--- src/rtl/ecc_fix_pkg.sv ---
package ecc_fix_pkg;

   // result codes presented with done
   typedef enum logic [1:0] {
      RES_NONE  = 2'd0,
      RES_OK    = 2'd1,
      RES_UNCOR = 2'd2
   } fix_res_e;

   // sequencer states
   typedef enum logic [2:0] {
      S_IDLE    = 3'd0,
      S_RPT_REQ = 3'd1,
      S_RPT_CAP = 3'd2,
      S_RD_REQ  = 3'd3,
      S_WR      = 3'd4,
      S_FIN     = 3'd5
   } fix_st_e;

   // status word layout
   localparam int ST_ERR_BIT = 0;
   localparam int ST_UNC_BIT = 1;
   localparam int ST_TOT_LSB = 16;
   localparam int ST_CNT_LSB = 24;

   // report word layout
   localparam int RPT_IDX_LSB  = 0;
   localparam int RPT_MASK_LSB = 16;

endpackage

--- src/rtl/ecc_status_decode.sv ---
module ecc_status_decode
   import ecc_fix_pkg::*;
#(
   parameter int WORD_W = 32,
   parameter int CNT_W  = 7
) (
   input  logic [WORD_W-1:0] status_i,
   output logic              err_o,
   output logic              uncor_o,
   output logic [CNT_W-1:0]  count_o,
   output logic [CNT_W-1:0]  total_o
);

   logic unused_status;

   assign err_o   = status_i[ST_ERR_BIT];
   assign uncor_o = status_i[ST_UNC_BIT];
   assign count_o = status_i[ST_CNT_LSB +: CNT_W];
   assign total_o = status_i[ST_TOT_LSB +: CNT_W];
   assign unused_status = ^status_i;

endmodule

--- src/rtl/ecc_entry_unpack.sv ---
module ecc_entry_unpack
   import ecc_fix_pkg::*;
#(
   parameter int WORD_W = 32,
   parameter int IDX_W  = 11,
   parameter int MASK_W = 16,
   parameter int DATA_W = 8,
   parameter int LANES  = 2,
   parameter int LANE_W = 1
) (
   input  logic [WORD_W-1:0] word_i,
   input  logic [IDX_W:0]    limit_i,
   input  logic [LANE_W-1:0] lane_i,
   output logic [IDX_W-1:0]  idx_o,
   output logic [DATA_W-1:0] mask_byte_o,
   output logic              in_range_o
);

   logic [MASK_W-1:0] mask;
   logic [DATA_W-1:0] lane_bytes [LANES];
   logic              unused_word;

   assign idx_o       = word_i[RPT_IDX_LSB +: IDX_W];
   assign mask        = word_i[RPT_MASK_LSB +: MASK_W];
   assign in_range_o  = ({1'b0, idx_o} < limit_i);
   assign unused_word = ^word_i;

   // lane g covers mask bits g*DATA_W upward: lane 0 goes to the even byte
   for (genvar g = 0; g < LANES; g++) begin : g_lane
      assign lane_bytes[g] = mask[g*DATA_W +: DATA_W];
   end

   assign mask_byte_o = lane_bytes[lane_i];

endmodule

--- src/rtl/ecc_fix_applier.sv ---
module ecc_fix_applier
   import ecc_fix_pkg::*;
#(
   parameter int WORD_W = 32,
   parameter int IDX_W  = 11,
   parameter int CNT_W  = 7,
   parameter int DATA_W = 8,
   parameter int MASK_W = 16,
   localparam int LANES  = MASK_W / DATA_W,
   localparam int LANE_W = $clog2(LANES),
   localparam int MEM_AW = IDX_W + LANE_W
) (
   input  logic              clk,
   input  logic              rst_n,
   input  logic              start_i,
   input  logic [WORD_W-1:0] status_i,
   input  logic [IDX_W:0]    blk_hw_i,
   output logic              done_o,
   output logic [1:0]        result_o,
   output logic [CNT_W-1:0]  fixed_bits_o,
   output logic              range_err_o,
   output logic              rpt_rd_o,
   output logic [CNT_W-1:0]  rpt_idx_o,
   input  logic [WORD_W-1:0] rpt_word_i,
   output logic              mem_rd_o,
   output logic              mem_wr_o,
   output logic [MEM_AW-1:0] mem_addr_o,
   output logic [DATA_W-1:0] mem_wdata_o,
   input  logic [DATA_W-1:0] mem_rdata_i
);

   // elaboration-time parameter checks
   if (LANES < 2 || (1 << LANE_W) != LANES || LANES * DATA_W != MASK_W) begin : g_bad_lanes
      $error("MASK_W must be a power-of-two multiple (>=2) of DATA_W");
   end
   if (RPT_MASK_LSB + MASK_W > WORD_W || IDX_W > RPT_MASK_LSB) begin : g_bad_rpt
      $error("report fields do not fit the word");
   end
   if (ST_CNT_LSB + CNT_W > WORD_W || ST_TOT_LSB + CNT_W > ST_CNT_LSB) begin : g_bad_stat
      $error("status fields do not fit the word");
   end

   fix_st_e           st_q;
   logic [CNT_W-1:0]  cnt_q, ent_q, tot_q;
   logic [LANE_W-1:0] lane_q;
   logic [WORD_W-1:0] word_q;
   logic              uncor_q, rng_q;
   fix_res_e          res_q;
   logic [CNT_W-1:0]  fixed_q;

   // status decode
   logic             d_err, d_uncor;
   logic [CNT_W-1:0] d_cnt, d_tot;

   ecc_status_decode #(.WORD_W(WORD_W), .CNT_W(CNT_W)) u_stat (
      .status_i (status_i),
      .err_o    (d_err),
      .uncor_o  (d_uncor),
      .count_o  (d_cnt),
      .total_o  (d_tot)
   );

   // entry unpack: in the capture state look at the fresh word, else at the held one
   logic [WORD_W-1:0] cur_word;
   logic [IDX_W-1:0]  e_idx;
   logic [DATA_W-1:0] e_mask_byte;
   logic              e_in_range;

   assign cur_word = (st_q == S_RPT_CAP) ? rpt_word_i : word_q;

   ecc_entry_unpack #(
      .WORD_W (WORD_W), .IDX_W (IDX_W), .MASK_W (MASK_W),
      .DATA_W (DATA_W), .LANES (LANES), .LANE_W (LANE_W)
   ) u_unpack (
      .word_i      (cur_word),
      .limit_i     (blk_hw_i),
      .lane_i      (lane_q),
      .idx_o       (e_idx),
      .mask_byte_o (e_mask_byte),
      .in_range_o  (e_in_range)
   );

   logic last_ent;
   assign last_ent = (ent_q == cnt_q - 1'b1);

   always_ff @(posedge clk or negedge rst_n) begin
      if (!rst_n) begin
         st_q    <= S_IDLE;
         cnt_q   <= '0;
         ent_q   <= '0;
         tot_q   <= '0;
         lane_q  <= '0;
         word_q  <= '0;
         uncor_q <= 1'b0;
         rng_q   <= 1'b0;
         res_q   <= RES_NONE;
         fixed_q <= '0;
      end else begin
         case (st_q)
            S_IDLE: begin
               if (start_i) begin
                  cnt_q   <= d_cnt;
                  tot_q   <= d_tot;
                  uncor_q <= d_uncor;
                  ent_q   <= '0;
                  lane_q  <= '0;
                  rng_q   <= 1'b0;
                  if (d_uncor) begin
                     res_q   <= RES_UNCOR;
                     fixed_q <= '0;
                     st_q    <= S_FIN;
                  end else if (!d_err) begin
                     res_q   <= RES_NONE;
                     fixed_q <= '0;
                     st_q    <= S_FIN;
                  end else begin
                     res_q   <= RES_OK;
                     fixed_q <= d_tot;
                     st_q    <= (d_cnt == '0) ? S_FIN : S_RPT_REQ;
                  end
               end
            end
            S_RPT_REQ: st_q <= S_RPT_CAP;
            S_RPT_CAP: begin
               word_q <= rpt_word_i;
               lane_q <= '0;
               if (e_in_range) begin
                  st_q <= S_RD_REQ;
               end else begin
                  rng_q <= 1'b1;
                  if (last_ent) st_q <= S_FIN;
                  else begin
                     ent_q <= ent_q + 1'b1;
                     st_q  <= S_RPT_REQ;
                  end
               end
            end
            S_RD_REQ: st_q <= S_WR;
            S_WR: begin
               if (lane_q == LANE_W'(LANES - 1)) begin
                  lane_q <= '0;
                  if (last_ent) st_q <= S_FIN;
                  else begin
                     ent_q <= ent_q + 1'b1;
                     st_q  <= S_RPT_REQ;
                  end
               end else begin
                  lane_q <= lane_q + 1'b1;
                  st_q   <= S_RD_REQ;
               end
            end
            S_FIN:   st_q <= S_IDLE;
            default: st_q <= S_IDLE;
         endcase
      end
   end

   assign done_o       = (st_q == S_FIN);
   assign result_o     = res_q;
   assign fixed_bits_o = fixed_q;
   assign range_err_o  = rng_q;
   assign rpt_rd_o     = (st_q == S_RPT_REQ);
   assign rpt_idx_o    = ent_q;
   assign mem_rd_o     = (st_q == S_RD_REQ);
   assign mem_wr_o     = (st_q == S_WR);
   assign mem_addr_o   = {e_idx, lane_q};
   assign mem_wdata_o  = mem_rdata_i ^ e_mask_byte;


   done_pulse_chk: assert property (@(posedge clk) disable iff (!rst_n)
      done_o |=> !done_o);


   uncor_no_write_chk: assert property (@(posedge clk) disable iff (!rst_n)
      mem_wr_o |-> !uncor_q);


   rmw_pair_chk: assert property (@(posedge clk) disable iff (!rst_n)
      mem_wr_o |-> ($past(mem_rd_o) && mem_addr_o == $past(mem_addr_o)));


   range_gate_chk: assert property (@(posedge clk) disable iff (!rst_n)
      mem_rd_o |-> ({1'b0, mem_addr_o[MEM_AW-1:LANE_W]} < blk_hw_i));


   port_excl_chk: assert property (@(posedge clk) disable iff (!rst_n)
      $onehot0({rpt_rd_o, mem_rd_o, mem_wr_o}));


   rpt_order_chk: assert property (@(posedge clk) disable iff (!rst_n)
      (rpt_rd_o && $past(rpt_rd_o) == 1'b0 && rpt_idx_o != '0) |-> (rpt_idx_o == $past(rpt_idx_o) + 1'b1 || $past(rpt_idx_o) == rpt_idx_o - 1'b1));

endmodule

--- config.mk ---
export PLATFORM = sky130hd
export DESIGN_NAME = ecc_fix_applier
export DESIGN_NICKNAME = d
export VERILOG_FILES = /design/src/rtl/ecc_fix_pkg.sv /design/src/rtl/ecc_status_decode.sv /design/src/rtl/ecc_entry_unpack.sv /design/src/rtl/ecc_fix_applier.sv
export SDC_FILE = /design/constraint.sdc
export NUM_CORES = 1
export LEC_CHECK = 0
export BUFFER_PORTS_ARGS = -buffer_cell sky130_fd_sc_hd__buf_2
export CAP_MARGIN = 20
export CELL_PAD_IN_SITES_DETAIL_PLACEMENT = 0
export CELL_PAD_IN_SITES_GLOBAL_PLACEMENT = 1
export CORE_MARGIN = 3
export CORE_UTILIZATION = 32
export DETAILED_ROUTE_END_ITERATION = 8
export GPL_ROUTABILITY_DRIVEN = 0
export PLACE_DENSITY = 0.78
export REMOVE_ABC_BUFFERS = 1
export SYNTH_ARGS = -nofsm -noshare
export SYNTH_HDL_FRONTEND = slang
export SYNTH_SLANG_ARGS = --single-unit
--- constraint.sdc ---
create_clock -name clk -period 3.3 [get_ports clk]
set_clock_uncertainty 0.2 [all_clocks]
set_input_delay 0.495 -clock clk [delete_from_list [all_inputs] [get_ports clk]]
set_output_delay 0.495 -clock clk [all_outputs]
set_load 0.05 [all_outputs]
# == After elaboration in Yosys (flattened, before gate mapping) ==
# Index checks and enable logic that the tools add are counted.
# totals
reg_bits,60
latch_bits,0
mem_bits_rw,0
mem_bits_ro,0
input_bits,87
output_inout_bits,41
elab_cells,59
mem_count,0
# op_classes
n_addsub,3
multipliers,0
n_div,0
magnitude_cmp,2
n_eq_ne,9
shifts,0
n_mux,26
bitwise,2
n_reduce_logical,8
# ops
operator,n
7-bit two-way mux,6
32-bit two-way mux,1
8-bit two-way mux,3
3-bit two-way mux,7
7-bit one-hot mux with 3 select lines,1
3-bit one-hot mux with 5 select lines,1
11-bit by 12-bit less-than comparator with 1-bit output,1
8-bit XOR,1
"7-bit by 1-bit adder with 7-bit output, second input constant",1
7-bit == test,1
7-bit zero test,1
"7-bit by 1-bit subtractor with 7-bit output, second input constant",1
"3-bit by 2-bit == test with 1-bit output, second input constant",2
"3-bit == test, second input constant",2
1-bit two-way mux,4
"2-bit != test, second input constant",2
2-bit AND reduction,2
4-bit AND reduction,1
"3-bit by 1-bit == test with 1-bit output, second input constant",1
3-bit zero test,1
1-bit one-hot mux with 3 select lines,1
3-bit AND reduction,1
3-bit nonzero test,1
"2-bit >= comparator, second input constant",1
other kinds (6),6

# == Depth between registers and ports, before layout ==
# Gate-level depths: netlist (run 1).
# logic_depth
depth_word,6
ltp_mapped,14
mapped_depth_nobuf,11

# == Cells and area by module ==
# A second synthesis (run 1) with hierarchy kept.
# unflattened
hier_cells,300
hier_area_um2,3335.7
# by_module_without_submodules
module,instances,cells_per_inst,area_each_um2,seq_area_each_um2
ecc_fix_applier,1,228,2768.9,1501.4
ecc_entry_unpack,1,56,446.7,0.0
ecc_status_decode,1,16,120.1,0.0

# == Worst setup path before layout (run 1) ==
# Ideal clock, no wire load.
# synth_timing
path_type,flip-flop to flip-flop
startpoint,register st_q[0]
endpoint,register ent_q[0] (netlist: rpt_idx_o[0])
setup_time_ps,125
arrival_time_ps,2937
required_time_ps,2975
path_slack_ps,38
path_stages_with_launch,15
path_buffers,3
period_less_slack_ps,3262
path_cell_list,dfrtp_1 clkbuf_1 nor2_1 nand2_4 clkbuf_1 buf_1 nand2_1 nand2_1 ha_1 a21oi_1 a21oi_1 o21ba_1 o31ai_4 nor4_1 mux2_2
# synth_between
elab_chain_len,5
word_cells_on_any_way,11
cone_classes,order compare (1); eq/ne (5); mux (2); reduce/logical (3)
# synth_lines
item,line_no,rtl
start: declaration,ecc_fix_applier.sv:43,fix_st_e st_q;
start signal: assignment,ecc_fix_applier.sv:119,st_q <= (d_cnt == '0) ? S_FIN : S_RPT_REQ;
3-bit by 2-bit == test with 1-bit output,ecc_fix_applier.sv:69,assign cur_word = (st_q == S_RPT_CAP) ? rpt_word_i : word_q;
32-bit two-way mux,-,
net cur_word[3],ecc_fix_applier.sv:64,logic [WORD_W-1:0] cur_word;
11-bit by 12-bit less-than comparator with 1-bit output,ecc_entry_unpack.sv:25,"assign in_range_o = ({1'b0, idx_o} < limit_i);"
2-bit != test (no source line),-,
4-bit AND reduction (no source line),-,
end signal: assignment,ecc_fix_applier.sv:133,ent_q <= ent_q + 1'b1;
end signal: assignment,ecc_fix_applier.sv:144,ent_q <= ent_q + 1'b1;
end: declaration,ecc_fix_applier.sv:44,"logic [CNT_W-1:0] cnt_q, ent_q, tot_q;"
# The timed path passes the listed nets, and every way through them passes these cells.
# A chain may end at the register's enable or synchronous reset.

# == Final worst setup path (run 1) ==
# layout_timing
startpoint,register st_q[0]
endpoint,register ent_q[0] (netlist: rpt_idx_o[0])
# layout_between
elab_chain_len,5
word_cells_on_any_way,11
cone_classes,order compare (1); eq/ne (5); mux (2); reduce/logical (3)
# layout_lines
item,line_no
3-bit by 2-bit == test with 1-bit output,"ecc_fix_applier.sv:69, ecc_fix_applier.sv:99"
32-bit two-way mux,-
11-bit by 12-bit less-than comparator with 1-bit output,ecc_entry_unpack.sv:25
2-bit != test (no source line),-
4-bit AND reduction (no source line),-
# Parallel ways exist; a longest one is shown, timed or not.

==> results.toml, run 1 <==
[place]
place_inst = 550
dpl_cell_area_um2 = 3719
io_buffers = 106
dp_hpwl_mm = 5.555
pre_cts_ws_ps = 155.8

[synthesis]
yosys-top-cells-area = "dfrtp_1 44%, nand2_1 12%, ha_1 4.8%"
synthXorXnorAreaFrac_pct = 4.491
muxShareOfSynthArea_pct = 7.739
synth_top_area_share_pct = 44.11
synth-seq-area-share_pct = 44.11
async_flop_share_pct = 100.0
yosysTopAreaCell = "dfrtp_1"
synth_top_family_by_area = "simple AND/OR/NAND/NOR gates"
synth.distinct_cells = 52
synth_fa_ha_area_share_pct = 4.812
synth-edff-count = 0
mappedNetlistArea_um2 = 3120
synth_seq_cells = 55
synth_compound_area_share_pct = 8.180
synthFlopType = "dfrtp_1"
synth_warnings = 0
synthesis.instances = 332
synthSimpleGateAreaFrac_pct = 23.82
syn_area_per_cell_um2 = 9.399

[worst_hold_path]
holdCritPathClass = "input port to async pin"

[layout]
nets = 529
fin_area_um2 = 3835
drive_above_1_share_pct = 34.11
fillerInstances = 986
diodes = 0
syn2layout_area_growth_pct = 22.90
multi_input_area_um2 = 1533
fin_cells = 560
regArea_um2 = 1378

[critical_path]
crit_chain = "nor2_2 > nand2_4 > nand2_1 > nand2_1 > ha_1 > nand4b_1 > nor3_1 > o2bb2ai_2 > o31ai_4 > or3_1 > mux2_2"
max_stage_delay_ps = 510
critPathSlowestCell = "dfrtp_1"
path_common_cell = "nand2_1"
crit_required_ps = 3290
crit_path_end_kind = "register"
cp_top_family = "simple AND/OR/NAND/NOR gates"
arrival_ps = 2980
worstPathMaxFanout = 19
crit_type = "register to register"
crit_buf_inv = 0
start_kind = "register"

[sta]
min_period_ps = 2989
finalWorstSetupSlack_ps = 310.6
tightest_slew_ps = 983.7
hold_viol = 0
min_period_over_period_pct = 90.59
setup_viol_count_final = 0
slew_violations = 0
worst_slew_margin_rel_pct = 34.42
max_freq_ghz = 0.3345
rsz0062_at_grt = "no"

[drt]
drc = 0
first_pass_iters = 4
wire_per_inst_um = 12.86
ant_nets = 0
initialDrtViolationCount = 81
drt-vias-per-instance = 4.498
vias = 2519
drt-total-wl_mm = 7.201

[cts]
root_buffer = "clkbuf_8"
numClockSinks = 55
cts_inserted_buffers = 5
clk_latency_ps = 300
cts-htree-levels = 2
cts_tree = "built"
clk_pin_slew_ps = 100
cts_hold_buf = 0
cts_max_path_buffers = 2

[global_routing]
antenna_found_initial = 0
gr-total-overflow = 0
grt_pass1_wl_mm = 11.96
grt_pass1_vias = 2465
grt_max_degree = 43
track_usage_pct = 13.13

[floorplan]
die_w_um = 104.8
fp.dieH_um = 104.8
initial_core_util_pct = 33.30
num_rows = 35
die_area_um2 = 10970
core_area_um2 = 9371
io_pins = 128

[pwr]
swShare_pct = 53.73
clock_power_share_pct = 8.8
pwr-share-seq_pct = 28.1
leakage_uw = 0.002030
internal-power_uw = 1906
pwr-share-comb_pct = 63.0
ir_drop_mv = 0.4274
powerDensity_nw_per_um2 = 1074
p_switching_uw = 2213

[run]
cap_violations = 0

[status]
run_status = "finished clean"
-- registers in the layout, summed over array words and instances (netlist names) --
name	cells
fixed_bits_o	7
lane_q	1
range_err_o	1
word_q	27
result_o	2
rpt_idx_o	7
cnt_q	7
st_q	3
-- synthesized netlist by cell type, drive strengths merged, types with 3 or more instances --
master	instances
nand2	103
dfrtp	55
mux2	17
buf	15
inv	15
o21ai	13
ha	12
xor2	12
clkbuf	10
nand2b	8
nor4	8
a21oi	7
nand3	6
nor2	6
mux2i	5
nor3b	4
xnor2	4
nor3	3
o31ai	3
-- cell usage in the layout, fill, tap and decap left out, types with 6 or more instances in the layout --
cell type and count:
a21oi_1 6, buf_2 106, buf_4 9, dfrtp_1 54
ha_1 12, inv_1 14, mux2_1 8, mux2_2 9
nand2_1 102, nand2b_1 7, nand3_1 6, nor4_1 8
o21ai_1 10, xor2_1 12
-- kinds of logic after synthesis --
logic type | after synthesis
AND/OR/NAND/NOR | 152
flip-flops | 55
buffers and inverters | 41
AO/OA/AOI/OAI | 34
multiplexers | 22
XOR/XNOR | 16
adder cells (fa/ha/maj) | 12
-- final cells by class --
cell class	instances	share of cell area, %
clock inverters	2	0.3263
flip-flops and latches	55	35.92
inverters	16	1.566
repair buffers	116	16.12
well taps	129	4.209
multi-input cells	236	39.97
clock buffers	6	1.892
-- power by group through the flow --
stage | clock network (uW) | logic (uW) | registers (uW)
5_1_grt | 416 | 2840 | 1200
3_5_place_dp | 0 | 2600 | 1170
2_1_floorplan | 0 | 1740 | 1380
3_3_place_gp | 0 | 2550 | 1160
4_1_cts | 388 | 2600 | 1160
6_report | 364 | 2600 | 1160
-- path summary, 6_finish.rpt --
| path | startpoint | end | slack (ps) | cells past startpoint |
|---|---|---|---|---|
| max in group asynchronous | rst_n | word_q[21] | 2050 | 2 |
| max reg2reg | st_q[0] | rpt_idx_o[0] | 310 | 11 |
| min | rst_n | result_o[1] | 150 | 1 |
| min reg2reg | word_q[22] | word_q[22] | 270 | 2 |
| min in group clk | rpt_word_i[26] | word_q[26] | 200 | 3 |
| max | st_q[0] | rpt_idx_o[0] | 310 | 11 |
-- timing repair --
action | in CTS | in global routing
buffers inserted | 0 | 2
setup endpoints to repair | 0 | 7
resized for setup | 0 | 2
-- stage by stage --
step / hold WS, ps / setup TNS [ps] / utilization [%] / power, uW
detailed placement: 254.2 / 0 / 39.68 / 3772
global placement: 249.6 / 0 / 39.68 / 3712
finish: 145.4 / 0 / 40.92 / 4119
floorplan: -0.5910 / -1346 / - / 3122
global route: 191.1 / 0 / 40.92 / 4454
CTS: 170.9 / 0 / 40.59 / 4150
-- per-layer routing --
| layer | track usage (%) | share of wire (%) | vias up |
|---|---|---|---|
| li1 | - | - | 1294 |
| met1 | 17.64 | 46 | 1146 |
| met2 | 21.04 | 46 | 74 |
| met3 | 4.015 | 7.8 | 5 |
| met4 | 2.530 | 0.51 | 0 |
| met5 | 0 | 0 | - |
No activity file was read; power rests on OpenSTA's default activity.
==> run 2: changes to the inputs <==
Settings changed: RECOVER_POWER from default to 25, SKIP_LAST_GASP from default to 1.
==> results.toml, run 2 (same netlist as run 1, synthesis figures left out) <==
[status]
run_status = "complete, but fails checks"
violations = "capacitance limit, slew limit"

[sta]
tns_ps = 0
finalWorstSetupSlack_ps = 307.0
rsz0062_at_grt = "no"
min_period_ps = 2993
worst_slew_margin_rel_pct = -54.82
min_period_over_period_pct = 90.70
slew_violations = 43
setup_viol_count_final = 0
hold_viol = 0
max_freq_ghz = 0.3341
tightest_slew_ps = 2322

[cts]
cts_max_path_buffers = 2
numClockSinks = 55
cts_inserted_buffers = 5
clk_pin_slew_ps = 100
root_buffer = "clkbuf_8"
cts-htree-levels = 2
clk_latency_ps = 300
cts_tree = "built"

[floorplan]
core_area_um2 = 9371
io_pins = 128
num_rows = 35
die_w_um = 104.8
initial_core_util_pct = 33.30
die_area_um2 = 10970
fp.dieH_um = 104.8

[layout]
syn2layout_area_growth_pct = 22.85
final_cell_mix = "105 x buf_2, 102 x nand2_1, 54 x dfrtp_1"
fillerInstances = 987
largest_reg_flops = 27
largest_register = "word_q"
drive_above_1_share_pct = 33.87
nets = 529
diodes = 0
final_common_cell = "buf_2"

[global_routing]
grt_max_degree = 43
track_usage_pct = 13.13
grt_pass1_vias = 2465
grt_pass1_wl_mm = 11.96
gr-total-overflow = 0
antenna_found_initial = 0

[drt]
vias = 2516
drt-total-wl_mm = 7.198
first_pass_iters = 4
ant_nets = 0
wire_per_inst_um = 12.85
drt-vias-per-instance = 4.493
drc = 0
initialDrtViolationCount = 88

[place]
pre_cts_ws_ps = 155.8
io_buffers = 106
dp_hpwl_mm = 5.555

[critical_path]
crit_required_ps = 3290
crit_type = "register to register"
start_kind = "register"
arrival_ps = 2980
worstPathMaxFanout = 19
crit_path_end_kind = "register"

[run]
cap_violations = 1

[pwr]
ir_drop_mv = 0.4259
powerDensity_nw_per_um2 = 1073
leakage_uw = 0.002028

[worst_hold_path]
holdCritPathClass = "input port to register"
==> run 2: final timing paths <==
path	from	to	slack, ps	cells past startpoint
setup / recovery	st_q[0]	rpt_idx_o[0]	310	11
hold / removal	rpt_word_i[26]	word_q[26]	200	3
setup reg to reg	st_q[0]	rpt_idx_o[0]	310	11
hold reg to reg	word_q[22]	word_q[22]	270	2
max in group asynchronous	rst_n	word_q[8]	900	1
min in group asynchronous	rst_n	fixed_bits_o[3]	680	1
==> run 2: metrics by stage <==
stage / area [um^2] / total power, uW / util (%) / hold WS, ps / std cells
final: 3834 / 4115 / 40.91 / 200.1 / 560
after floorplan: 2967 / 3122 / - / -0.5910 / 307
after detailed placement: 3719 / 3772 / 39.68 / 254.2 / 550
after global routing: 3834 / 4454 / 40.91 / 191.1 / 560
after CTS: 3804 / 4150 / 40.59 / 170.9 / 558
after global placement: 3719 / 3712 / 39.68 / 249.6 / 550
==> run 2: routing by layer <==
metal	share of wire, %	vias up	global-route usage, %
li1	-	1291	-
met1	46	1148	17.64
met2	47	72	21.04
met3	7.4	5	4.015
met4	0.51	0	2.530
met5	0	-	0
==> run 2: critical path: stages (launching register included) <==
cell	delay, ps
dfrtp_1	510
nor2_2	200
nand2_4	150
nand2_1	100
nand2_1	100
ha_1	310
nand4b_1	120
nor3_1	260
o2bb2ai_2	170
o31ai_4	120
or3_1	340
mux2_2	280
==> run 2: layout make-up <==
| cell class | count | area [um^2] | area share [%] |
|---|---|---|---|
| well taps | 129 | 161.4 | 4.210 |
| multi-input cells | 236 | 1533 | 39.98 |
| clock buffers | 6 | 72.57 | 1.893 |
| inverters | 16 | 60.06 | 1.567 |
| flip-flops and latches | 55 | 1378 | 35.93 |
| repair buffers | 116 | 616.8 | 16.09 |
| clock inverters | 2 | 12.51 | 0.3264 |
==> run 2: repair_timing <==
action	4_1_cts	5_1_grt
resized for setup	0	2
buffers inserted	0	2
endpoints found under the hold margin	0	0
endpoints found under the setup margin	0	7
hold buffers	0	0
==> run 2: power by group <==
part           internal (uW)  total, uW  switching (uW)
registers                964       1160             193
logic                    793       2600            1800
clock network            149        362             213
total                   1910       4120            2210
==> run 3: changes to the inputs <==
Settings changed: CELL_PAD_IN_SITES_GLOBAL_PLACEMENT 1 to 2, CORE_UTILIZATION 32 to 25, PLACE_DENSITY 0.78 to 0.77.
==> results.toml, run 3 (same netlist as run 1, synthesis figures left out) <==
[cts]
cts_tree = "built"
cts-htree-levels = 2
numClockSinks = 55
cts_max_path_buffers = 2
root_buffer = "clkbuf_16"
cts_inserted_buffers = 5
clk_pin_slew_ps = 70
clk_latency_ps = 290
cts_resized = 0

[global_routing]
track_usage_pct = 11.03
grt_pass1_vias = 2587
grt_max_degree = 30
grt_pass1_wl_mm = 12.78
gr-total-overflow = 0
antenna_found_initial = 0

[sta]
rsz0062_at_grt = "no"
tightest_slew_ps = 1554
max_freq_ghz = 0.3241
min_period_ps = 3085
setup_viol_count_final = 0
finalWorstSetupSlack_ps = 214.6
min_period_over_period_pct = 93.50
slew_violations = 30
worst_slew_margin_rel_pct = -3.580
holdWs_ps = 218.2
hold_viol = 0

[layout]
nets = 528
drive_above_1_share_pct = 32.94
fin_area_um2 = 3905
diodes = 0
syn2layout_area_growth_pct = 25.14
post-route-util_pct = 32.24
fin_cells = 596
largest_reg_flops = 27
final_cell_mix = "105 x buf_2, 102 x nand2_1, 55 x dfrtp_1"
largest_register = "word_q"
final_common_cell = "buf_2"

[place]
place_inst = 589
dp_hpwl_mm = 5.762
io_buffers = 106
pre_cts_ws_ps = 168.8
dpl_cell_area_um2 = 3767

[floorplan]
fp.dieH_um = 117.7
initial_core_util_pct = 25.76
io_pins = 128
die_area_um2 = 13860
num_rows = 40
core_area_um2 = 12110
die_w_um = 117.7

[run]
cap_violations = 1

[drt]
initialDrtViolationCount = 63
first_pass_iters = 4
wire_per_inst_um = 12.77
drt-vias-per-instance = 4.289
vias = 2556
drc = 0
drt-total-wl_mm = 7.613
ant_nets = 0

[critical_path]
crit_required_ps = 3270
start_kind = "register"
worstPathMaxFanout = 12
crit_path_end_kind = "register"
r2r_start = "st_q[0]"
startpoint = "st_q[0]"
crit_type = "register to register"
arrival_ps = 3060

[worst_hold_path]
holdCritPathClass = "input port to register"
min-delay-start = "rpt_word_i[22]"

[pwr]
ir_drop_mv = 0.3831
leakage_uw = 0.002040
powerDensity_nw_per_um2 = 1091

[status]
run_status = "complete, but fails checks"
violations = "capacitance limit, slew limit"
-- run 3: changes by cell type in the layout (fill, tap and decap cells not counted), sizes merged --
cell | before | now
buf | 115 | 113
clkinv | 2 | 1
-- run 3: per-layer routing --
metal | wire (um) | global-route usage, % | up-vias
met5 | 0 | 0 | -
met4 | 22 | 1.905 | 0
met3 | 429 | 2.979 | 2
met2 | 3493 | 17.46 | 70
met1 | 3668 | 15.32 | 1195
li1 | - | - | 1289
-- run 3: area by class of cell --
cell class	count	area, um^2
Fill cell	1335	8207
Multi-Input combinational cell	236	1519
Sequential cell	55	1376
Timing Repair Buffer	115	606.8
Tap cell	168	210.2
Clock buffer	5	125.1
Inverter	16	60.06
Clock inverter	1	7.507
-- run 3: worst paths after layout --
path                                   end  slack, ps  depth (start not counted)
setup / recovery              rpt_idx_o[0]        210                         11
hold / removal                  word_q[22]        220                          3
setup reg to reg              rpt_idx_o[0]        210                         11
hold reg to reg                 word_q[23]        270                          2
max in group asynchronous     rpt_idx_o[5]       1050                          2
min in group asynchronous  fixed_bits_o[5]        370                          1
-- run 3: critical path, cell delays in order (launching register included) --
cell and delay, ps:
dfrtp_1 480, nor3b_1 380, buf_12 190, nand2_1 50
nand2_1 110, ha_1 270, a21oi_1 140, o21ai_0 100
o21ba_1 230, o31ai_4 440, nor4_1 100, mux2_2 290
-- run 3: repair_timing --
action / 4_1_cts / 5_1_grt
hold buffers: 0 / 0
setup buffers: 0 / 1
endpoints found under the hold margin: 0 / 0
endpoints found under the setup margin: 0 / 6
-- run 3: power breakdown --
part | switching [uW] | internal [uW] | leakage, uW
Sequential | 176 | 964 | 0.000696
Combinational | 1820 | 784 | 0.00128
Clock | 241 | 274 | 0.0000618
Total | 2240 | 2020 | 0.00204
-- run 3: per-stage QoR --
| stage | total power [uW] | setup TNS [ps] |
|---|---|---|
| final | 4260 | 0 |
| after global routing | 4586 | 0 |
| after CTS | 4316 | 0 |
| after detailed placement | 3783 | 0 |
| after global placement | 3744 | 0 |
| after floorplan | 3122 | -1346 |
